--- src/rtl/pbt_pkg.sv ---
package pbt_pkg;
  typedef enum logic [1:0] {
    ST_IDLE  = 2'd0,
    ST_CHECK = 2'd1,
    ST_XFER  = 2'd2,
    ST_FIN   = 2'd3
  } seq_state_e;

  localparam logic [1:0] SEL_ADDR = 2'd0;
  localparam logic [1:0] SEL_CTRL = 2'd1;
  localparam logic [1:0] SEL_SIZE = 2'd2;

  localparam int CTRL_HOLD_BIT = 4;
endpackage

--- src/rtl/pbt_regs.sv ---
module pbt_regs
  import pbt_pkg::*;
#(
  parameter int CFG_W     = 32,
  parameter int ADDR_W    = 32,
  parameter int SIZE_W    = 16,
  parameter int MAX_BURST = 8,
  parameter int LEN_W     = $clog2(MAX_BURST + 1)
) (
  input  logic              clk,
  input  logic              rst_n,
  input  logic              cfg_we,
  input  logic [1:0]        cfg_sel,
  input  logic [CFG_W-1:0]  cfg_wdata,
  input  logic              busy,
  output logic [LEN_W-1:0]  blen,
  output logic              hold_addr,
  output logic              size_wr,
  output logic [SIZE_W-3:0] size_words,
  output logic              addr_wr,
  output logic [ADDR_W-1:0] addr_val
);
  localparam int WW = SIZE_W - 2;

  function automatic logic [LEN_W-1:0] clamp_len(input logic [3:0] raw);
    if (raw == 4'd0) return LEN_W'(1);
    if (int'(raw) > MAX_BURST) return LEN_W'(MAX_BURST);
    return LEN_W'(raw);
  endfunction

  logic wr_ok;
  logic ctrl_wr;
  assign wr_ok   = cfg_we && !busy;
  assign ctrl_wr = wr_ok && (cfg_sel == SEL_CTRL);
  assign size_wr = wr_ok && (cfg_sel == SEL_SIZE);
  assign addr_wr = wr_ok && (cfg_sel == SEL_ADDR);

  assign size_words = WW'(cfg_wdata[SIZE_W-1:2]);
  assign addr_val   = {cfg_wdata[ADDR_W-1:2], 2'b00};

  logic unused_cfg_bits;
  assign unused_cfg_bits = ^{cfg_wdata[1:0], cfg_wdata[CFG_W-1:SIZE_W]};

  always_ff @(posedge clk or negedge rst_n) begin
    if (!rst_n) begin
      blen      <= LEN_W'(MAX_BURST);
      hold_addr <= 1'b0;
    end else if (ctrl_wr) begin
      blen      <= clamp_len(cfg_wdata[3:0]);
      hold_addr <= cfg_wdata[CTRL_HOLD_BIT];
    end
  end

  AST_CFG_FROZEN: assert property (@(posedge clk) disable iff (!rst_n)
    busy |=> ($stable(blen) && $stable(hold_addr)))
    else $error("config changed during packet");
  AST_BLEN_RANGE: assert property (@(posedge clk) disable iff (!rst_n)
    (blen != '0) && (int'(blen) <= MAX_BURST))
    else $error("burst length out of range");
endmodule

--- src/rtl/pbt_addr.sv ---
module pbt_addr #(
  parameter int ADDR_W    = 32,
  parameter int MAX_BURST = 8,
  parameter int LEN_W     = $clog2(MAX_BURST + 1)
) (
  input  logic              clk,
  input  logic              rst_n,
  input  logic              busy,
  input  logic              addr_wr,
  input  logic [ADDR_W-1:0] addr_val,
  input  logic              xfer_end,
  input  logic [LEN_W-1:0]  xfer_len,
  input  logic              hold_addr,
  output logic [ADDR_W-1:0] cur_addr
);
  function automatic logic [ADDR_W-1:0] advance(input logic [ADDR_W-1:0] a,
                                                input logic [LEN_W-1:0]  len,
                                                input logic              hold);
    if (hold) return a;
    return a + (ADDR_W'(len) << 2);
  endfunction

  always_ff @(posedge clk or negedge rst_n) begin
    if (!rst_n)        cur_addr <= '0;
    else if (addr_wr)  cur_addr <= addr_val;
    else if (xfer_end) cur_addr <= advance(cur_addr, xfer_len, hold_addr);
  end

  AST_HOLD_ADDR: assert property (@(posedge clk) disable iff (!rst_n)
    (xfer_end && hold_addr) |=> $stable(cur_addr))
    else $error("address moved with hold set");
  AST_ADDR_FROZEN: assert property (@(posedge clk) disable iff (!rst_n)
    (busy && !xfer_end) |=> $stable(cur_addr))
    else $error("address moved inside a transaction");
  AST_ADDR_ALIGNED: assert property (@(posedge clk) disable iff (!rst_n)
    cur_addr[1:0] == 2'b00)
    else $error("address not word aligned");
endmodule

--- src/rtl/pbt_seq.sv ---
module pbt_seq
  import pbt_pkg::*;
#(
  parameter int SIZE_W    = 16,
  parameter int MAX_BURST = 8,
  parameter int FIFO_DEPTH = 32,
  parameter int LEN_W     = $clog2(MAX_BURST + 1),
  parameter int CNT_W     = $clog2(FIFO_DEPTH + 1)
) (
  input  logic              clk,
  input  logic              rst_n,
  input  logic              size_wr,
  input  logic [SIZE_W-3:0] size_words,
  input  logic [LEN_W-1:0]  blen,
  input  logic [CNT_W-1:0]  fifo_count,
  input  logic              mst_beat,
  input  logic              mst_done,
  output logic              fifo_pop,
  output logic              mst_req,
  output logic [LEN_W-1:0]  xfer_len,
  output logic              xfer_end,
  output logic              busy,
  output logic              pkt_done,
  output logic [SIZE_W-1:0] bytes_left
);
  localparam int WW = SIZE_W - 2;

  function automatic logic [LEN_W-1:0] pick_len(input logic [WW-1:0]    words,
                                                input logic [LEN_W-1:0] bl);
    if (words >= WW'(bl)) return bl;
    return LEN_W'(1);
  endfunction

  seq_state_e        state;
  logic [WW-1:0]     words_left;
  logic [LEN_W-1:0]  beat_cnt;
  logic [LEN_W-1:0]  next_len;
  logic              burst_go;
  logic              beat_take;
  logic              last_beat;

  assign next_len   = pick_len(words_left, blen);
  assign burst_go   = (state == ST_CHECK) && (fifo_count >= CNT_W'(next_len));
  assign mst_req    = (state == ST_XFER);
  assign beat_take  = mst_req && mst_beat;
  assign fifo_pop   = beat_take;
  assign last_beat  = beat_take && (beat_cnt == xfer_len - LEN_W'(1));
  assign xfer_end   = (state == ST_FIN) && mst_done;
  assign busy       = (state != ST_IDLE);
  assign bytes_left = {words_left, 2'b00};

  always_ff @(posedge clk or negedge rst_n) begin
    if (!rst_n) begin
      state      <= ST_IDLE;
      words_left <= '0;
      beat_cnt   <= '0;
      xfer_len   <= LEN_W'(1);
      pkt_done   <= 1'b0;
    end else begin
      unique case (state)
        ST_IDLE: begin
          if (size_wr) begin
            pkt_done <= (size_words == '0);
            if (size_words != '0) begin
              words_left <= size_words;
              state      <= ST_CHECK;
            end
          end
        end
        ST_CHECK: begin
          if (burst_go) begin
            xfer_len <= next_len;
            beat_cnt <= '0;
            state    <= ST_XFER;
          end
        end
        ST_XFER: begin
          if (beat_take) begin
            words_left <= words_left - WW'(1);
            beat_cnt   <= beat_cnt + LEN_W'(1);
            if (last_beat) state <= ST_FIN;
          end
        end
        ST_FIN: begin
          if (mst_done) begin
            if (words_left == '0) begin
              state    <= ST_IDLE;
              pkt_done <= 1'b1;
            end else begin
              state <= ST_CHECK;
            end
          end
        end
        default: state <= ST_IDLE;
      endcase
    end
  end

  AST_BURST_NEEDS_FIFO: assert property (@(posedge clk) disable iff (!rst_n)
    $rose(mst_req) |-> ($past(fifo_count) >= CNT_W'(xfer_len)))
    else $error("burst started without enough FIFO words");
  AST_TAIL_SINGLE: assert property (@(posedge clk) disable iff (!rst_n)
    ($rose(mst_req) && (xfer_len != blen)) |-> (xfer_len == LEN_W'(1)))
    else $error("short transaction longer than one beat");
  AST_LEN_RANGE: assert property (@(posedge clk) disable iff (!rst_n)
    mst_req |-> ((xfer_len != '0) && (int'(xfer_len) <= MAX_BURST)))
    else $error("transaction length out of range");
  AST_DONE_IDLE: assert property (@(posedge clk) disable iff (!rst_n)
    pkt_done |-> !busy)
    else $error("done flag while busy");
  AST_POP_NONEMPTY: assert property (@(posedge clk) disable iff (!rst_n)
    fifo_pop |-> (fifo_count != '0))
    else $error("pop from empty FIFO");
  AST_REQ_STABLE: assert property (@(posedge clk) disable iff (!rst_n)
    (mst_req && $past(mst_req)) |-> $stable(xfer_len))
    else $error("length changed inside a transaction");
endmodule

--- src/rtl/pkt_burst_tx.sv ---
module pkt_burst_tx
  import pbt_pkg::*;
#(
  parameter int CFG_W      = 32,
  parameter int ADDR_W     = 32,
  parameter int DATA_W     = 32,
  parameter int SIZE_W     = 16,
  parameter int MAX_BURST  = 8,
  parameter int FIFO_DEPTH = 32,
  parameter int LEN_W      = $clog2(MAX_BURST + 1),
  parameter int CNT_W      = $clog2(FIFO_DEPTH + 1),
  parameter int BE_W       = DATA_W / 8
) (
  input  logic              clk,
  input  logic              rst_n,
  input  logic              cfg_we,
  input  logic [1:0]        cfg_sel,
  input  logic [CFG_W-1:0]  cfg_wdata,
  output logic              busy,
  output logic              pkt_done,
  output logic [SIZE_W-1:0] bytes_left,
  input  logic [CNT_W-1:0]  fifo_count,
  output logic              fifo_pop,
  input  logic [DATA_W-1:0] fifo_data,
  output logic              mst_req,
  output logic [ADDR_W-1:0] mst_addr,
  output logic [LEN_W-1:0]  mst_len,
  output logic [DATA_W-1:0] mst_wdata,
  output logic [BE_W-1:0]   mst_be,
  input  logic              mst_beat,
  input  logic              mst_done
);
  logic [LEN_W-1:0]  blen;
  logic              hold_addr;
  logic              size_wr;
  logic [SIZE_W-3:0] size_words;
  logic              addr_wr;
  logic [ADDR_W-1:0] addr_val;
  logic              xfer_end;

  pbt_regs #(
    .CFG_W(CFG_W), .ADDR_W(ADDR_W), .SIZE_W(SIZE_W),
    .MAX_BURST(MAX_BURST), .LEN_W(LEN_W)
  ) u_regs (
    .clk(clk), .rst_n(rst_n), .cfg_we(cfg_we), .cfg_sel(cfg_sel),
    .cfg_wdata(cfg_wdata), .busy(busy), .blen(blen), .hold_addr(hold_addr),
    .size_wr(size_wr), .size_words(size_words), .addr_wr(addr_wr),
    .addr_val(addr_val)
  );

  pbt_seq #(
    .SIZE_W(SIZE_W), .MAX_BURST(MAX_BURST), .FIFO_DEPTH(FIFO_DEPTH),
    .LEN_W(LEN_W), .CNT_W(CNT_W)
  ) u_seq (
    .clk(clk), .rst_n(rst_n), .size_wr(size_wr), .size_words(size_words),
    .blen(blen), .fifo_count(fifo_count), .mst_beat(mst_beat),
    .mst_done(mst_done), .fifo_pop(fifo_pop), .mst_req(mst_req),
    .xfer_len(mst_len), .xfer_end(xfer_end), .busy(busy),
    .pkt_done(pkt_done), .bytes_left(bytes_left)
  );

  pbt_addr #(
    .ADDR_W(ADDR_W), .MAX_BURST(MAX_BURST), .LEN_W(LEN_W)
  ) u_addr (
    .clk(clk), .rst_n(rst_n), .busy(busy), .addr_wr(addr_wr),
    .addr_val(addr_val), .xfer_end(xfer_end), .xfer_len(mst_len),
    .hold_addr(hold_addr), .cur_addr(mst_addr)
  );

  assign mst_wdata = fifo_data;
  assign mst_be    = '1;

  AST_WDATA_IS_HEAD: assert property (@(posedge clk) disable iff (!rst_n)
    fifo_pop |-> (mst_req && mst_beat))
    else $error("pop without accepted beat");
endmodule

--- config.mk ---
export PLATFORM = sky130hd
export DESIGN_NAME = pkt_burst_tx
export DESIGN_NICKNAME = d
export VERILOG_FILES = /design/src/rtl/pbt_pkg.sv /design/src/rtl/pbt_regs.sv /design/src/rtl/pbt_addr.sv /design/src/rtl/pbt_seq.sv /design/src/rtl/pkt_burst_tx.sv
export SDC_FILE = /design/constraint.sdc
export NUM_CORES = 1
export LEC_CHECK = 0
export BUFFER_PORTS_ARGS = -buffer_cell sky130_fd_sc_hd__buf_4
export CAP_MARGIN = 20
export CORE_ASPECT_RATIO = 0.75
export CORE_MARGIN = 5
export CORE_UTILIZATION = 50
export DETAILED_ROUTE_END_ITERATION = 16
export HOLD_SLACK_MARGIN = 0.06
export PLACE_DENSITY = 0.82
export SYNTH_ARGS = -nofsm -noshare
export SYNTH_HDL_FRONTEND = slang
export SYNTH_SLANG_ARGS = --single-unit
--- constraint.sdc ---
create_clock -name clk -period 4.7 [get_ports clk]
set_input_delay 0.235 -clock clk [delete_from_list [all_inputs] [get_ports clk]]
set_output_delay 0.235 -clock clk [all_outputs]
set_load 0.05 [all_outputs]
Word level (Yosys, flattened, before mapping) --
Index checks and enable logic that the tools add are counted. Widths: inputs -> output; s select.
Operators by class: order comparisons 3, add/subtract/negate cells 4, equal/unequal tests 14, reductions and logical operators 26, multiplexer cells 37
Operator list (count):
- $mux 32 | 3
- $mux 14 | 3
- $add 32x6->32 | 1
- $mux 4 | 8
- $logic_not 14->1 | 2
- $pmux 14 s2 | 1
- $ge 14x4->1 | 1
- $reduce_bool 14->1 | 1
- $sub 14x1->14 const B | 1
- $mux 1 | 13
- $mux 2 | 6
- $ne 2x2->1 const B | 5
- $reduce_bool 2->1 | 5
- $logic_and 1x1->1 | 8
- $pmux 2 s4 | 1
- $pmux 4 s2 | 1
- $reduce_and 4->1 | 2
- $eq 2x2->1 const B | 3
- $ge 6x4->1 | 1
- $reduce_and 6->1 | 1
- $add 4x1->4 const B | 1
- $eq 2x1->1 const B | 2
- $eq 4x4->1 | 1
- $gt 4x4->1 const B | 1
- other kinds (9) | 12
Word-level totals: register bits after elaboration 62, word-level logic and storage cells 92, input bits 77, output and inout port bits 92

Longest topological paths before layout --
depth after elaboration 9, depth in mapped cells 13, mapped depth without buffers 13

By module --
Synthesis repeated with hierarchy kept, for this count alone.
Unflattened totals: cell total of the unflattened synthesis 537, area, all modules 4844.6 um^2
Modules (own cells, without submodules):
- pbt_addr | sequential area each 800.8 um^2, area each 2029.4 um^2, cells each 212, times used 1
- pbt_seq | sequential area each 626.9 um^2, area each 1945.6 um^2, cells each 220, times used 1
- pbt_regs | sequential area each 126.4 um^2, area each 595.6 um^2, cells each 68, times used 1
- pkt_burst_tx | sequential area each 0.0 um^2, area each 274.0 um^2, cells each 37, times used 1

Least setup slack after synthesis --
OpenSTA, ideal clock, no wires.
path kind register -> register, start reg u_seq.words_left[4], end reg u_seq.state[1], arrival time 3625 ps, setup time 125 ps, period minus slack after synthesis 3749 ps, data required time 4575 ps, stages on the path, launching flop included 13, path buffers 2, slack 951 ps, cells stage by stage dfrtp_1 -> buf_2 -> or4_4 -> or4_4 -> buf_6 -> a2111o_1 -> nand2b_1 -> ha_1 -> nand2b_1 -> a211o_1 -> a211o_1 -> nand3_1 -> mux2_2
On the way: word-level cells in the longest chain between the ends 7
Ends and longest elaborated chain:
- from (decl) | line pbt_seq.sv:35 | logic [WW-1:0] words_left;
- from (signal assigned) | line pbt_seq.sv:65 | words_left <= size_words;
- from (signal assigned) | line pbt_seq.sv:79 | words_left <= words_left - WW'(1);
- $ge 14x4->1 | line pbt_seq.sv:30 | if (words >= WW'(bl)) return bl;
- $mux 1 | line pbt_seq.sv:30
- $mux 4 | line pbt_seq.sv:31 | return LEN_W'(1);
- net u_seq.next_len[0] | line pbt_seq.sv:37 | logic [LEN_W-1:0] next_len;
- $ge 6x4->1 | line pbt_seq.sv:43 | assign burst_go = (state == ST_CHECK) && (fifo_count >= CNT_W'(next_len));
- $logic_and 1x1->1 | line pbt_seq.sv:43
- $ne 2x1->1 (no source line)
- $reduce_and 6->1 (no source line)
- to (signal assigned) | line pbt_seq.sv:54 | state <= ST_IDLE;
- to (signal assigned) | line pbt_seq.sv:66 | state <= ST_CHECK;
- to (signal assigned) | line pbt_seq.sv:74 | state <= ST_XFER;
- to (decl) | line pbt_seq.sv:34 | seq_state_e state;
The timed path passes the listed nets, and every way through them passes these cells. A chain may end at the register's enable or synchronous reset.

Worst setup path after layout --
start reg u_seq.words_left[6], end reg u_seq.state[1]
Same word-level chain as after synthesis.

==> run summary <==
SYNTHESIS
------------------------------------------------------------------------------------
Number of different library cells in the post-synthesis netlist                   60
Leading post-synthesis cells by instance count                          sky130_fd_sc_hd__dfrtp_1, sky130_fd_sc_hd__nor2_1, sky130_fd_sc_hd__buf_4
Dominant register cell in the synthesized netlist                       sky130_fd_sc_hd__dfrtp_1
Synthesized flop and latch total                                                  60
Share of the synthesized area in the top cell type                             0.342
Mean Syn Cell Area                                                          8.62 um2
Post-synth design cell area                                              0.00424 mm2
Post-synthesis instance total                                                    492
Sequential-to-total area share from yosys stat                                 0.354
EDFF count, synth                                                                  0
Proportion of synthesized flip-flops having asynchronous set or reset           1.00
Synth warn                                                                         0
Largest cells by area after synthesis                                   sky130_fd_sc_hd__dfrtp_1, sky130_fd_sc_hd__buf_4, sky130_fd_sc_hd__ha_1
Top-count cell post-synth                                               sky130_fd_sc_hd__dfrtp_1
Synth area leader                                                       sky130_fd_sc_hd__dfrtp_1

DRT
------------------------------------------------------------------------------------
Initial DRC Count                                                                413
Final wirelength                                                             12.1 mm
DR pass1 iterations                                                                5
Routed wire length per instance                                              18.3 um
DRC violations left                                                                0
ANT nets after route                                                               0
Via Count                                                                       4022
Average vias per placed instance                                                6.08

CLOCKING
------------------------------------------------------------------------------------
Clock tree root buffer cell                                             sky130_fd_sc_hd__clkbuf_16
Total clock buffers created by CTS                                                 9
TritonCTS clock tree                                                             yes
Setup repair bufs after CTS                                                        0
Clock insertion delay at the later pin of the skew report                    0.33 ns
Post-CTS Resized                                                                   0
Maximum clock path buffer count                                                    2
Maximum level of the CTS H-tree                                                    3
Clock transition at the registers of the reported paths                      0.05 ns
TritonCTS sink count                                                              60

WORST SETUP PATH
------------------------------------------------------------------------------------
Critical Path, Cell by Cell                                             or4_4 -> or4_4 -> a2111o_1 -> nand2b_1 -> ha_1 -> nand2b_1 -> a211o_1 -> a211o_1 -> nand3_1 -> mux2_2
Master of the slowest instance on the critical path                     sky130_fd_sc_hd__or4_4
Arrival time at the worst endpoint                                           3.87 ns
Biggest cell delay along the critical path                                   0.56 ns
Worst reg2reg path depth                                                          10
Element type at the critical path end                                      flip-flop
Destination of the worst register-to-register timing path               u_seq.state[1]$_DFFE_PN0P_
Critical Path RT                                                             4.91 ns
Start point of the critical path                                        u_seq.words_left[6]$_DFFE_PN0P_
Capturing element of the worst setup path                               u_seq.state[1]$_DFFE_PN0P_
Worst reg2reg path startpoint                                           u_seq.words_left[6]$_DFFE_PN0P_
Critical path class                                                     flip-flop to flip-flop
CP startpoint kind                                                         flip-flop
Worst setup slack for register-to-register paths                             1.04 ns
Largest fanout of any net on the critical path                                     7

POWER AND IR DROP
------------------------------------------------------------------------------------
Maximum VDD drop                                                              464 uV
Leakage component of the power                                               2.18 nW
Power per cell area                                                       805 mW/mm2

GRT
------------------------------------------------------------------------------------
Number of global-route vias before repair                                       3946
Grt total ovfl                                                                     0
Pin count of the biggest net entering global routing                              61
Overall global routing resource usage                                          0.235
Initial antenna violation count                                                    0
First-pass GRT wire length                                                   19.9 mm

LAYOUT
------------------------------------------------------------------------------------
Filler instances                                                                 703
Share of the core filled with cells                                            0.607
Total Nets Final                                                                 646
Share of post-route cells with drive strength above 1                          0.241
Area growth from synthesis to layout                                           20.0%
Antenna diode count                                                                0

TIMING
------------------------------------------------------------------------------------
Max-slew headroom                                                              0.319
Final cycle utilization of the critical path                                   0.778
Final critical delay including setup and external delays                     3.66 ns
Final setup violation count                                                        0
Post-route clock skew                                                     0.00892 ns
Final setup TNS                                                                 0 ns
Unrepaired setup endpoints after global routing                                   no
Fin. Hold Viols                                                                    0
Fin. max-slew vios                                                                 0
Worst Tran Pin Value                                                         1.02 ns
Min setup slack post-route                                                   1.04 ns
Maximum clock frequency                                                      273 MHz

PLACEMENT
------------------------------------------------------------------------------------
Count of input and output buffers                                                 96
Pre-CTS worst setup slack                                                    1.07 ns
Last weighted congestion value of the routability-driven placer                0.938
HPWL reported at the end of detailed placement                               8.71 mm

JOB
------------------------------------------------------------------------------------
Max cap viols                                                                      0

FLOORPLAN
------------------------------------------------------------------------------------
Area of the core region                                                  0.00838 mm2
I/O pin count                                                                    169
Die span in y                                                                89.8 um
Total Die Area                                                            0.0104 mm2
Floorplan die width                                                           116 um
Effective utilization at floorplan                                             0.506
Core Rows                                                                         29

MIN PATH
------------------------------------------------------------------------------------
Number of cells traversed by the worst hold path                                   3
Hold crit path type                                                     input port to flip-flop

OUTCOME
------------------------------------------------------------------------------------
Outcome                                                                    completed

power breakdown:
part	leakage (nW)	switching (mW)	internal, mW	total [mW]
registers	0.721	0.319	0.765	1.08
clock network	0.153	0.241	0.478	0.718
logic	1.30	1.52	0.776	2.30
total	2.18	2.08	2.02	4.10
metal layers:
| metal | global-route usage | vias to the layer above | wire [um] |
|---|---|---|---|
| met2 | 0.365 | 195 | 5670 |
| met5 | 0 | - | 0 |
| met1 | 0.323 | 1922 | 5180 |
| met3 | 0.0671 | 26 | 1110 |
| met4 | 0.0589 | 0 | 152 |
| li1 | - | 1879 | - |
sequential cells by signal, indices dropped and copies added (netlist names):
signal,count
u_seq.words_left,14
u_regs.hold_addr,1
u_addr.cur_addr,30
u_seq.xfer_len,4
u_regs.blen,4
u_seq.pkt_done,1
u_seq.state,2
u_seq.beat_cnt,4
what timing repair did:
item,CTS,global route
endpoints found under the setup margin,0,0
hold buffers,1,0
endpoints found under the hold margin,58,0
worst min path at each step:
stage / start / slack [ns] / endpoint
after CTS: cfg_wdata[8] / 0.14 / u_addr.cur_addr[8]$_DFFE_PN0P_
after global routing: cfg_wdata[8] / 0.14 / u_addr.cur_addr[8]$_DFFE_PN0P_
after detailed placement: rst_n / 0.37 / u_seq.beat_cnt[0]$_DFFE_PN0P_
final: cfg_wdata[8] / 0.13 / u_addr.cur_addr[8]$_DFFE_PN0P_
after floorplan: rst_n / -0.06 / u_addr.cur_addr[10]$_DFFE_PN0P_
after global placement: rst_n / 0.37 / u_seq.beat_cnt[2]$_DFFE_PN0P_
per-stage QoR:
| stage | cell area (um2) | cells | hold WS (ns) | total power, mW |
|---|---|---|---|---|
| 6_report | 5090 | 661 | 0.134 | 4.10 |
| 5_1_grt | 5090 | 661 | 0.142 | 4.34 |
| 4_1_cts | 5090 | 661 | 0.135 | 4.10 |
| 3_5_place_dp | 4760 | 644 | 0.374 | 3.35 |
| 3_3_place_gp | 4760 | 644 | 0.370 | 3.27 |
| 2_1_floorplan | 4270 | 498 | -0.0606 | 2.73 |
cell type report:
cell class | count | area (um2) | share of cell area
clock buffer | 12 | 246 | 0.0484
clock inverter | 4 | 72.6 | 0.0143
inverter | 26 | 97.6 | 0.0192
multi-input combinational | 351 | 2280 | 0.448
sequential | 60 | 1500 | 0.295
tap | 108 | 135 | 0.0265
timing repair buffer | 100 | 753 | 0.148
cell usage in the layout (no fill, tap or decap), types with 14 or more instances in the layout:
| cell | netlist | routed |
|---|---|---|
| sky130_fd_sc_hd__nand2_1 | 37 | 37 |
| sky130_fd_sc_hd__o31ai_1 | 18 | 18 |
| sky130_fd_sc_hd__dfrtp_1 | 58 | 58 |
| sky130_fd_sc_hd__o21ai_0 | 26 | 26 |
| sky130_fd_sc_hd__buf_4 | 40 | 99 |
| sky130_fd_sc_hd__a31oi_1 | 27 | 27 |
| sky130_fd_sc_hd__or4_1 | 14 | 14 |
| sky130_fd_sc_hd__inv_1 | 26 | 26 |
| sky130_fd_sc_hd__ha_1 | 20 | 20 |
| sky130_fd_sc_hd__a21oi_1 | 18 | 18 |
| sky130_fd_sc_hd__nand3_1 | 16 | 16 |
| sky130_fd_sc_hd__nor2_1 | 44 | 44 |
critical path: cells and delay by family, from the launching register on:
kind / cells / cell delay (ns)
DFF: 1 / 0.44
AOI/OAI and AO/OA: 3 / 1.15
adders and majority gates: 1 / 0.22
and+or+nand+nor: 5 / 1.41
muxes: 1 / 0.33
logic make-up (layout without fill, tap and decap cells):
kind of cell	after synthesis	count (layout)	synth area share
fa+ha+maj	21	21	0.0637
flops	60	60	0.354
mux	6	6	0.0150
buf+inv	87	142	0.114
simple gates	171	171	0.211
xor+xnor	12	12	0.0248
other cells	2	8	0.00177
compound gates	133	133	0.215
(Power assumes the default switching activity.)
